$ cat src/rtl/pss_pkg.sv
package pss_pkg;

    // Operation phases of the program sequencer
    typedef enum logic [2:0] {
        S_IDLE   = 3'd0,
        S_PULSE  = 3'd1,
        S_VERIFY = 3'd2,
        S_DONE   = 3'd3,
        S_FAIL   = 3'd4
    } seq_st_e;

    // Number of strings sharing one word-line layer
    localparam int STRINGS_PER_LAYER = 4;
    // Pages written together per string (lower, middle, upper)
    localparam int PAGES_PER_STRING  = 3;

endpackage

$ cat src/rtl/pss_layer_tbl.sv
// Per-layer table of learned start steps with a valid flag per entry.
module pss_layer_tbl #(
    parameter int WL_N   = 8,
    parameter int STEP_W = 5,
    parameter int WL_W   = $clog2(WL_N)
) (
    input  logic              clk,
    input  logic              rst_n,
    input  logic              clr_i,
    input  logic              we_i,
    input  logic [WL_W-1:0]   waddr_i,
    input  logic [STEP_W-1:0] wdata_i,
    input  logic [WL_W-1:0]   raddr_i,
    output logic              rhit_o,
    output logic [STEP_W-1:0] rdata_o
);

    logic [WL_N-1:0]   vld_vec;
    logic [STEP_W-1:0] val_arr [WL_N];

    for (genvar g = 0; g < WL_N; g++) begin : g_ent
        logic              v_d, v_q;
        logic [STEP_W-1:0] x_d, x_q;

        always_comb begin
            v_d = v_q;
            x_d = x_q;
            if (clr_i) begin
                v_d = 1'b0;
            end else if (we_i && (waddr_i == WL_W'(g))) begin
                v_d = 1'b1;
                x_d = wdata_i;
            end
        end

        always_ff @(posedge clk or negedge rst_n) begin
            if (!rst_n) begin
                v_q <= 1'b0;
                x_q <= '0;
            end else begin
                v_q <= v_d;
                x_q <= x_d;
            end
        end

        assign vld_vec[g] = v_q;
        assign val_arr[g] = x_q;
    end

    assign rhit_o  = vld_vec[raddr_i];
    assign rdata_o = val_arr[raddr_i];

endmodule

$ cat src/rtl/pss_step_calc.sv
// Start-step selection and learned-value computation.
module pss_step_calc #(
    parameter int STEP_W    = 5,
    parameter int INIT_STEP = 0
) (
    input  logic [1:0]        str_i,
    input  logic              hit_i,
    input  logic [STEP_W-1:0] entry_i,
    input  logic [STEP_W-1:0] step_i,
    input  logic [STEP_W-1:0] margin_i,
    output logic [STEP_W-1:0] start_o,
    output logic [STEP_W-1:0] capture_o
);

    localparam logic [STEP_W-1:0] DEF_STEP = STEP_W'(INIT_STEP);

    always_comb begin
        // String 0 always learns from the default; other strings reuse the layer value
        if ((str_i != 2'd0) && hit_i) begin
            start_o = entry_i;
        end else begin
            start_o = DEF_STEP;
        end
        // First-pass step backed off by the margin, floored at zero
        if (step_i > margin_i) begin
            capture_o = step_i - margin_i;
        end else begin
            capture_o = '0;
        end
    end

endmodule

$ cat src/rtl/pss_loop_fsm.sv
// Pulse/verify loop control, loop limit and learning strobe.
module pss_loop_fsm
    import pss_pkg::*;
#(
    parameter int WL_W   = 3,
    parameter int STEP_W = 5,
    parameter int LOOP_W = 6,
    parameter int CNT_W  = 8,
    parameter int PAGE_W = 7
) (
    input  logic              clk,
    input  logic              rst_n,
    input  logic              start_i,
    input  logic [WL_W-1:0]   wl_i,
    input  logic [1:0]        str_i,
    input  logic [STEP_W-1:0] start_step_i,
    input  logic [LOOP_W-1:0] max_loops_i,
    input  logic              vfy_valid_i,
    input  logic              vfy_done_i,
    input  logic [CNT_W-1:0]  pass_cnt_i,
    output logic [STEP_W-1:0] step_o,
    output logic [WL_W-1:0]   wl_o,
    output logic [PAGE_W-1:0] page_o,
    output logic              pulse_o,
    output logic              verify_o,
    output logic              busy_o,
    output logic              done_o,
    output logic              fail_o,
    output logic              learn_we_o
);

    localparam int IDX_W = WL_W + 2;
    localparam logic [PAGE_W-1:0] PG_MUL = PAGE_W'(PAGES_PER_STRING);

    typedef struct packed {
        seq_st_e           st;
        logic [STEP_W-1:0] step;
        logic [LOOP_W-1:0] loops;
        logic [WL_W-1:0]   wl;
        logic [1:0]        str;
        logic              learned;
        logic [PAGE_W-1:0] page;
    } seq_t;

    seq_t              s_d, s_q;
    logic              we_d;
    logic [LOOP_W-1:0] loops_nx;
    logic [IDX_W-1:0]  str_idx;
    logic              idle_like;

    assign str_idx   = {wl_i, str_i};
    assign idle_like = (s_q.st == S_IDLE) || (s_q.st == S_DONE) || (s_q.st == S_FAIL);

    always_comb begin
        s_d      = s_q;
        we_d     = 1'b0;
        loops_nx = s_q.loops + 1'b1;
        if (idle_like) begin
            if (start_i) begin
                s_d.st      = S_PULSE;
                s_d.step    = start_step_i;
                s_d.loops   = '0;
                s_d.wl      = wl_i;
                s_d.str     = str_i;
                s_d.learned = 1'b0;
                s_d.page    = PAGE_W'(str_idx) * PG_MUL;
            end
        end else if (s_q.st == S_PULSE) begin
            s_d.st = S_VERIFY;
        end else if (s_q.st == S_VERIFY) begin
            if (vfy_valid_i) begin
                // Learn only from the first passing verify of string 0
                if ((s_q.str == 2'd0) && !s_q.learned && (pass_cnt_i != '0)) begin
                    we_d        = 1'b1;
                    s_d.learned = 1'b1;
                end
                s_d.loops = loops_nx;
                if (vfy_done_i) begin
                    s_d.st = S_DONE;
                end else if (loops_nx >= max_loops_i) begin
                    s_d.st = S_FAIL;
                end else begin
                    s_d.st = S_PULSE;
                    if (!(&s_q.step)) begin
                        s_d.step = s_q.step + 1'b1;
                    end
                end
            end
        end else begin
            s_d.st = S_IDLE;
        end
    end

    always_ff @(posedge clk or negedge rst_n) begin
        if (!rst_n) begin
            s_q.st      <= S_IDLE;
            s_q.step    <= '0;
            s_q.loops   <= '0;
            s_q.wl      <= '0;
            s_q.str     <= '0;
            s_q.learned <= 1'b0;
            s_q.page    <= '0;
        end else begin
            s_q <= s_d;
        end
    end

    assign step_o     = s_q.step;
    assign wl_o       = s_q.wl;
    assign page_o     = s_q.page;
    assign pulse_o    = (s_q.st == S_PULSE);
    assign verify_o   = (s_q.st == S_VERIFY);
    assign busy_o     = pulse_o || verify_o;
    assign done_o     = (s_q.st == S_DONE);
    assign fail_o     = (s_q.st == S_FAIL);
    assign learn_we_o = we_d;

endmodule

$ cat src/rtl/pgm_start_seq.sv
// Layer-aware program start-step sequencer (top).
module pgm_start_seq #(
    parameter int WL_N      = 8,
    parameter int STEP_W    = 5,
    parameter int LOOP_W    = 6,
    parameter int CNT_W     = 8,
    parameter int INIT_STEP = 0,
    localparam int WL_W     = $clog2(WL_N),
    localparam int PAGE_W   = WL_W + 4
) (
    input  logic              clk,
    input  logic              rst_n,
    input  logic              erase_i,
    input  logic              start_i,
    input  logic [WL_W-1:0]   wl_i,
    input  logic [1:0]        str_i,
    input  logic [STEP_W-1:0] margin_i,
    input  logic [LOOP_W-1:0] max_loops_i,
    input  logic              vfy_valid_i,
    input  logic              vfy_done_i,
    input  logic [CNT_W-1:0]  pass_cnt_i,
    output logic [STEP_W-1:0] step_o,
    output logic [PAGE_W-1:0] page_o,
    output logic              pulse_o,
    output logic              verify_o,
    output logic              busy_o,
    output logic              done_o,
    output logic              fail_o
);

    logic              tbl_hit;
    logic [STEP_W-1:0] tbl_val;
    logic [STEP_W-1:0] start_step;
    logic [STEP_W-1:0] cap_val;
    logic              learn_we;
    logic [WL_W-1:0]   cur_wl;

    pss_layer_tbl #(
        .WL_N   (WL_N),
        .STEP_W (STEP_W),
        .WL_W   (WL_W)
    ) u_tbl (
        .clk     (clk),
        .rst_n   (rst_n),
        .clr_i   (erase_i),
        .we_i    (learn_we),
        .waddr_i (cur_wl),
        .wdata_i (cap_val),
        .raddr_i (wl_i),
        .rhit_o  (tbl_hit),
        .rdata_o (tbl_val)
    );

    pss_step_calc #(
        .STEP_W    (STEP_W),
        .INIT_STEP (INIT_STEP)
    ) u_calc (
        .str_i     (str_i),
        .hit_i     (tbl_hit),
        .entry_i   (tbl_val),
        .step_i    (step_o),
        .margin_i  (margin_i),
        .start_o   (start_step),
        .capture_o (cap_val)
    );

    pss_loop_fsm #(
        .WL_W   (WL_W),
        .STEP_W (STEP_W),
        .LOOP_W (LOOP_W),
        .CNT_W  (CNT_W),
        .PAGE_W (PAGE_W)
    ) u_fsm (
        .clk          (clk),
        .rst_n        (rst_n),
        .start_i      (start_i),
        .wl_i         (wl_i),
        .str_i        (str_i),
        .start_step_i (start_step),
        .max_loops_i  (max_loops_i),
        .vfy_valid_i  (vfy_valid_i),
        .vfy_done_i   (vfy_done_i),
        .pass_cnt_i   (pass_cnt_i),
        .step_o       (step_o),
        .wl_o         (cur_wl),
        .page_o       (page_o),
        .pulse_o      (pulse_o),
        .verify_o     (verify_o),
        .busy_o       (busy_o),
        .done_o       (done_o),
        .fail_o       (fail_o),
        .learn_we_o   (learn_we)
    );

endmodule

$ cat config.mk
export PLATFORM = sky130hd
export DESIGN_NAME = pgm_start_seq
export DESIGN_NICKNAME = d
export VERILOG_FILES = /design/src/rtl/pss_pkg.sv /design/src/rtl/pss_layer_tbl.sv /design/src/rtl/pss_step_calc.sv /design/src/rtl/pss_loop_fsm.sv /design/src/rtl/pgm_start_seq.sv
export SDC_FILE = /design/constraint.sdc
export NUM_CORES = 1
export LEC_CHECK = 0
export BUFFER_PORTS_ARGS = -buffer_cell sky130_fd_sc_hd__buf_2
export CAP_MARGIN = 10
export CELL_PAD_IN_SITES_DETAIL_PLACEMENT = 1
export CELL_PAD_IN_SITES_GLOBAL_PLACEMENT = 1
export CORE_UTILIZATION = 47
export DETAILED_ROUTE_END_ITERATION = 8
export HOLD_SLACK_MARGIN = 0.08
export PLACE_DENSITY_LB_ADDON = 0.1
export SETUP_SLACK_MARGIN = 0.15
export SLEW_MARGIN = 20
export SYNTH_ARGS = -nofsm -noshare
export SYNTH_HDL_FRONTEND = slang
export SYNTH_SLANG_ARGS = --single-unit
$ cat constraint.sdc
create_clock -name clk -period 4 [get_ports clk]
set_input_delay 0.4 -clock clk [delete_from_list [all_inputs] [get_ports clk]]
set_output_delay 0.4 -clock clk [all_outputs]
set_load 0.1 [all_outputs]
# ---- Word-level counts from Yosys, hierarchy flattened
# Cells that the tools add are included.
dict set report word_totals {
  register_bits 75
  in_bits 30
  output_inout_bits 17
  wordCells 140
}
dict set report op_classes {
  n_addsub 3
  multipliers 1
  order_cmp 4
  n_eq_ne 17
  muxes 45
  bitwise_logic 2
  reduce_logical 45
}
# op count
set ops {}
lappend ops {{$mux 5} 7}
lappend ops {{$mux 14} 2}
lappend ops {{$mux 1} 27}
lappend ops {{$mux 27} 1}
lappend ops {{$reduce_bool 2->1} 12}
lappend ops {{$mux 11} 2}
lappend ops {{$reduce_and 2->1} 10}
lappend ops {{$bmux 5 s3} 1}
lappend ops {{$eq 3x3->1 const B} 5}
lappend ops {{$eq 3x2->1 const B} 4}
lappend ops {{$mux 3} 4}
lappend ops {{$logic_and 1x1->1} 11}
lappend ops {{$reduce_and 5->1} 2}
lappend ops {{$reduce_bool 8->1} 1}
lappend ops {{$mul 5x2->7 const B} 1}
lappend ops {{$reduce_and 7->1} 1}
lappend ops {{$add 6x1->6 const B} 1}
lappend ops {{$eq 3x1->1 const B} 2}
lappend ops {{$ge 6x6->1} 1}
lappend ops {{$logic_not 3->1} 2}
lappend ops {{$ne 2x1->1 const B} 3}
lappend ops {{$add 5x1->5 const B} 1}
lappend ops {{$gt 5x5->1} 1}
lappend ops {{$sub 5x5->5} 1}
lappend ops {{11 further kinds} 14}

# ---- Longest topological paths before layout
dict set report depth {
  word_depth 11
  ltp_mapped 9
  mapped_depth_nobuf 9
}

# ---- Hierarchy
# A second synthesis with hierarchy kept.
dict set report hier_totals {
  hier_cells 388
  area_unflattened_um2 4388.0
}
# module instances cells_each area_each_um2 seq_area_each_um2
set modules_own_cells {}
lappend modules_own_cells {pss_layer_tbl 1 136 2247.2 1201.2}
lappend modules_own_cells {pss_loop_fsm 1 203 1784.2 650.6}
lappend modules_own_cells {pss_step_calc 1 49 356.6 0.0}

# ---- Worst setup path before layout
# No wires, ideal clock.
dict set report synth_timing {
  path_type {register to output}
  start {reg u_fsm.s_q[25] (netlist name)}
  end {out busy_o}
  arrival_time_ns 3.440
  slack_ns 0.160
  stages_incl_launch_ff 3
  n_path_buf 0
  path_cell_list {dfrtp_1 > nor3b_1 > or2_2}
}
dict set report synth_via {
  elab_chain_cells 2
}
# item line_no
set synth_lines {}
lappend synth_lines {{start: declaration} pss_loop_fsm.sv:45} ;# seq_t s_d, s_q;
lappend synth_lines {{$eq 3x1->1} pss_loop_fsm.sv:111} ;# assign pulse_o = (s_q.st == S_PULSE);
lappend synth_lines {{net pulse_o} pgm_start_seq.sv:24} ;# output logic pulse_o,
lappend synth_lines {{$logic_or 1x1->1} pss_loop_fsm.sv:113} ;# assign busy_o = pulse_o || verify_o;
lappend synth_lines {{end: declaration} pgm_start_seq.sv:26} ;# output logic busy_o,
# The timed path passes the listed nets, and every way through them passes these cells.

# ---- Final worst setup path
dict set report layout_timing {
  start {reg u_fsm.s_q[13] (netlist name)}
  end {reg u_fsm.s_q (netlist bit u_fsm.step_o[4])}
}
dict set report layout_via {
  elab_chain_cells 4
}
# item line_no
set layout_lines {}
lappend layout_lines {{$add 6x1->6} pss_loop_fsm.sv:57} ;# loops_nx = s_q.loops + 1'b1;
lappend layout_lines {{$ge 6x6->1} pss_loop_fsm.sv:80} ;# end else if (loops_nx >= max_loops_i) begin
lappend layout_lines {{$ne 2x1->1 (no line)} --}
lappend layout_lines {{$reduce_and 7->1 (no line)} --}
# Every way passes these cells.
# A chain may end at the register's enable or synchronous reset.

==> results.py <==
metrics = {
    "status": {
        "status": "finished, final reports clean",
    },
    "worst_setup_path": {
        "crit_path_cell_trace": "ha_1, nand3_1, xnor2_1, ha_1, and4_1, a211oi_1, o21ai_1, a21oi_2, mux2_2",
        "timing_worst_setup_path_type": "flip-flop to flip-flop",
        "worst-r2r-setup-slack_ns": 1.32,
        "maximum_net_fanout_on_the_critical_path": 6,
        "critPathMostFrequentCell": "sky130_fd_sc_hd__ha_1",
        "slowest_delay_ns": 0.44,
        "cpMaxStageDelayCell": "sky130_fd_sc_hd__dfrtp_1",
        "critical_path_arrival_ns": 2.91,
        "critPathRequiredTime_ns": 4.24,
        "kind_of_start_point_of_the_critical_path": "flip-flop",
        "critical_path.endpoint_type": "flip-flop",
    },
    "floorplanning": {
        "floorplan.die.height_um": 96.41,
        "floorplan.initialDensity_pct": 48.27,
        "core_region_area_mm2": 0.008678,
        "dieWidth_um": 96.41,
        "io-pin-count": 47,
        "dieArea_mm2": 0.009294,
        "placement_rows": 34,
    },
    "power_and_ir_drop": {
        "irDropWorstVdd_mv": 0.4429,
        "p_per_area_mw_per_mm2": 655.7,
        "leakage_nw": 2.182,
    },
    "synthesis": {
        "post_synth.cell_area_avg_um2": 10.09,
        "yosys_warnings": 0,
        "number_of_synthesized_register_bits": 74,
        "number_of_enable_type_register_cells_in_the_synthesized_netlist": 0,
        "postSynthNetCount": 468,
        "postSynth.asyncResetShare_pct": 100.0,
        "syn-cell-area_mm2": 0.004189,
        "number_of_cells_produced_by_synthesis": 415,
        "synth.yosys.seq_area_share_pct": 44.21,
        "yosys_most_used_dff": "sky130_fd_sc_hd__dfrtp_1",
        "netlist-cell-type-count": 59,
    },
    "clock_network": {
        "cts_sinks": 74,
        "clock_transition_at_path_regs_ns": 0.08,
        "cts.hold.buffers_added": 0,
        "cts_made_buffers": 9,
        "ctsRootBufferMaster": "sky130_fd_sc_hd__clkbuf_8",
        "cts-root-to-sink-buffers": 2,
        "ctsResizeCount": 0,
        "h_tree_level_count": 3,
        "clock_insertion_delay_worst_skew_ns": 0.35,
        "post_cts_buffers": 0,
        "tritoncts": "done",
    },
    "global_route": {
        "globalRoute.totalOverflow": 0,
        "grt_use_met3_pct": 2.582,
        "pin_count_of_the_biggest_net_entering_global_routing": 75,
        "met2_usage_pct": 39.01,
        "groute.usage.overall_pct": 22.92,
        "grt.met1_usage_pct": 30.06,
        "grt_pass1_vias": 3157,
        "grt_first_pass_wirelength_um": 15680,
        "antenna_found_initial": 0,
        "grt-busiest-layer": "met2",
    },
    "timing": {
        "tightestPinTransition_ns": 0.9533,
        "max_clock_freq_mhz": 373.7,
        "number_of_setup_violations_in_the_final_report": 0,
        "period_minus_slack_ns": 2.676,
        "timing.final.hold_violations": 0,
        "worst_case_setup_margin_in_the_final_layout_ns": 1.324,
        "unrepaired_setup_endpoints_after_global_routing": "no",
        "finClkSkew_ns": 0.009288,
        "fin_setup_tns_ns": 0,
        "normalized_max_slew_margin_pct": 36.45,
        "fin_crit_sh_pct": 66.90,
        "timing.final.max_slew_violations": 0,
    },
    "placement": {
        "post_dp_cell_area_mm2": 0.004372,
        "dp_hpwl_um": 7003,
        "dp_slack_ns": 1.338,
        "io_buffer_count": 46,
        "globalplace.congestion": 0.7709,
    },
    "routing": {
        "routed_wire_length_per_instance_um": 17.23,
        "routed-via-count": 3053,
        "route.detailed.vias_per_inst": 5.491,
        "finalWirelength_um": 9581,
        "drt.antenna.violating_nets": 0,
        "drt_iter0_markers": 89,
        "drtPass1Iterations": 4,
        "post-route-drc-count": 0,
    },
    "min_path": {
        "hold_class": "input pin to asynchronous set/reset pin",
    },
    "cells_and_area": {
        "finalNetCount": 497,
        "mostFrequentLayoutCell": "sky130_fd_sc_hd__dfrtp_1",
        "layout.filler_cells": 1001,
        "drive_above_1_share_pct": 20.09,
        "postLayoutCellArea_mm2": 0.004612,
        "antenna_cells_inserted": 0,
        "final_cell_mix": "sky130_fd_sc_hd__dfrtp_1 (74), sky130_fd_sc_hd__nand2_1 (61), sky130_fd_sc_hd__o21ai_1 (51)",
        "syn2layout_area_growth_pct": 10.10,
    },
    "job": {
        "max-cap-violations": 0,
    },
}
==> flip-flops by register name, indices dropped and copies added (netlist names) <==
register	count
u_tbl.g_ent.x_q	40
u_fsm.s_q	11
u_tbl.g_ent.v_q	8
u_fsm.page_o	7
u_fsm.step_o	5
u_fsm.wl_o	3
==> worst paths after layout <==
path | start | to | cells after the start
max | u_fsm.s_q[13] | u_fsm.step_o[4] | 9
min | rst_n | u_fsm.s_q[15] | 2
max reg2reg | u_fsm.s_q[13] | u_fsm.step_o[4] | 9
min reg2reg | u_tbl.g_ent[1].x_q[2] | u_tbl.g_ent[1].x_q[2] | 2
max in group asynchronous | rst_n | u_fsm.s_q[24] | 2
min in group clk | start_i | u_fsm.s_q[7] | 2
==> metal layers <==
metal	up-vias	wire, µm	part of all wire [%]
met5	-	0	0
met4	0	191	2.0
met3	17	157	1.6
met2	35	4750	50
met1	1509	4481	47
li1	1492	-	-
==> through the flow <==
stage	total power, W	utilization, %	hold slack (ns)	instances
3_5_place_dp	0.002334	50.37	0.4664	541
2_1_floorplan	0.002153	-	0.1044	415
4_1_cts	0.003050	53.14	0.3131	556
5_1_grt	0.003185	53.14	0.3470	556
6_report	0.003024	53.14	0.2512	556
3_3_place_gp	0.002301	50.37	0.4562	541
==> layout make-up <==
cell class	count	area, µm²	area share, %
clock buffers	10	137.6	2.984
clock inverters	5	102.6	2.225
inverters	33	123.9	2.686
multi-input cells	279	2023	43.87
flip-flops and latches	74	1852	40.15
well taps	108	135.1	2.930
repair buffers	47	237.7	5.155
==> report_power, final <==
part	total, W	internal, W	leakage (nW)	switching (W)
Sequential	0.00102	0.000878	0.983	0.000145
Clock	0.000711	0.000427	0.118	0.000284
Combinational	0.00129	0.000318	1.08	0.000971
Total	0.00302	0.00162	2.18	0.00140
==> Yosys cell counts, drive strengths merged (3+ instances only) <==
master,count,area [µm²]
clkbuf,4,15.01
and3,3,18.77
nor2,11,41.29
mux4,12,270.3
nor3b,4,35.03
nor3,3,26.28
or2,3,18.77
nand3,13,65.06
nand2b,9,56.30
ha,21,262.8
xor2,5,43.79
inv,33,123.9
nand3b,3,22.52
nor2b,4,25.02
dfrtp,74,1852
o21ai,59,310.3
xnor2,4,35.03
mux2,4,45.04
a21o,6,45.04
mux2i,7,70.07
a21oi,11,70.07
nor4,3,25.02
nand2,62,235.2
o2111ai,3,26.28
buf,25,175.2
==> kinds of logic after synthesis <==
family / Yosys count / share of synthesized area, %
simple gates: 129 / 16.10
compound gates: 95 / 13.89
flops: 74 / 44.21
buf+inv: 62 / 7.497
mux: 23 / 9.200
fa+ha+maj: 23 / 7.228
xor+xnor: 9 / 1.882
==> critical path, delay by kind of cell, from the launching register on <==
kind | cells | cell delay, ns
multiplexers | 1 | 0.38
flip-flops | 1 | 0.44
XOR/XNOR | 1 | 0.23
AND/OR/NAND/NOR | 2 | 0.34
AO/OA/AOI/OAI | 3 | 0.65
adder cells (fa/ha/maj) | 2 | 0.53
(Power assumes the default switching activity.)
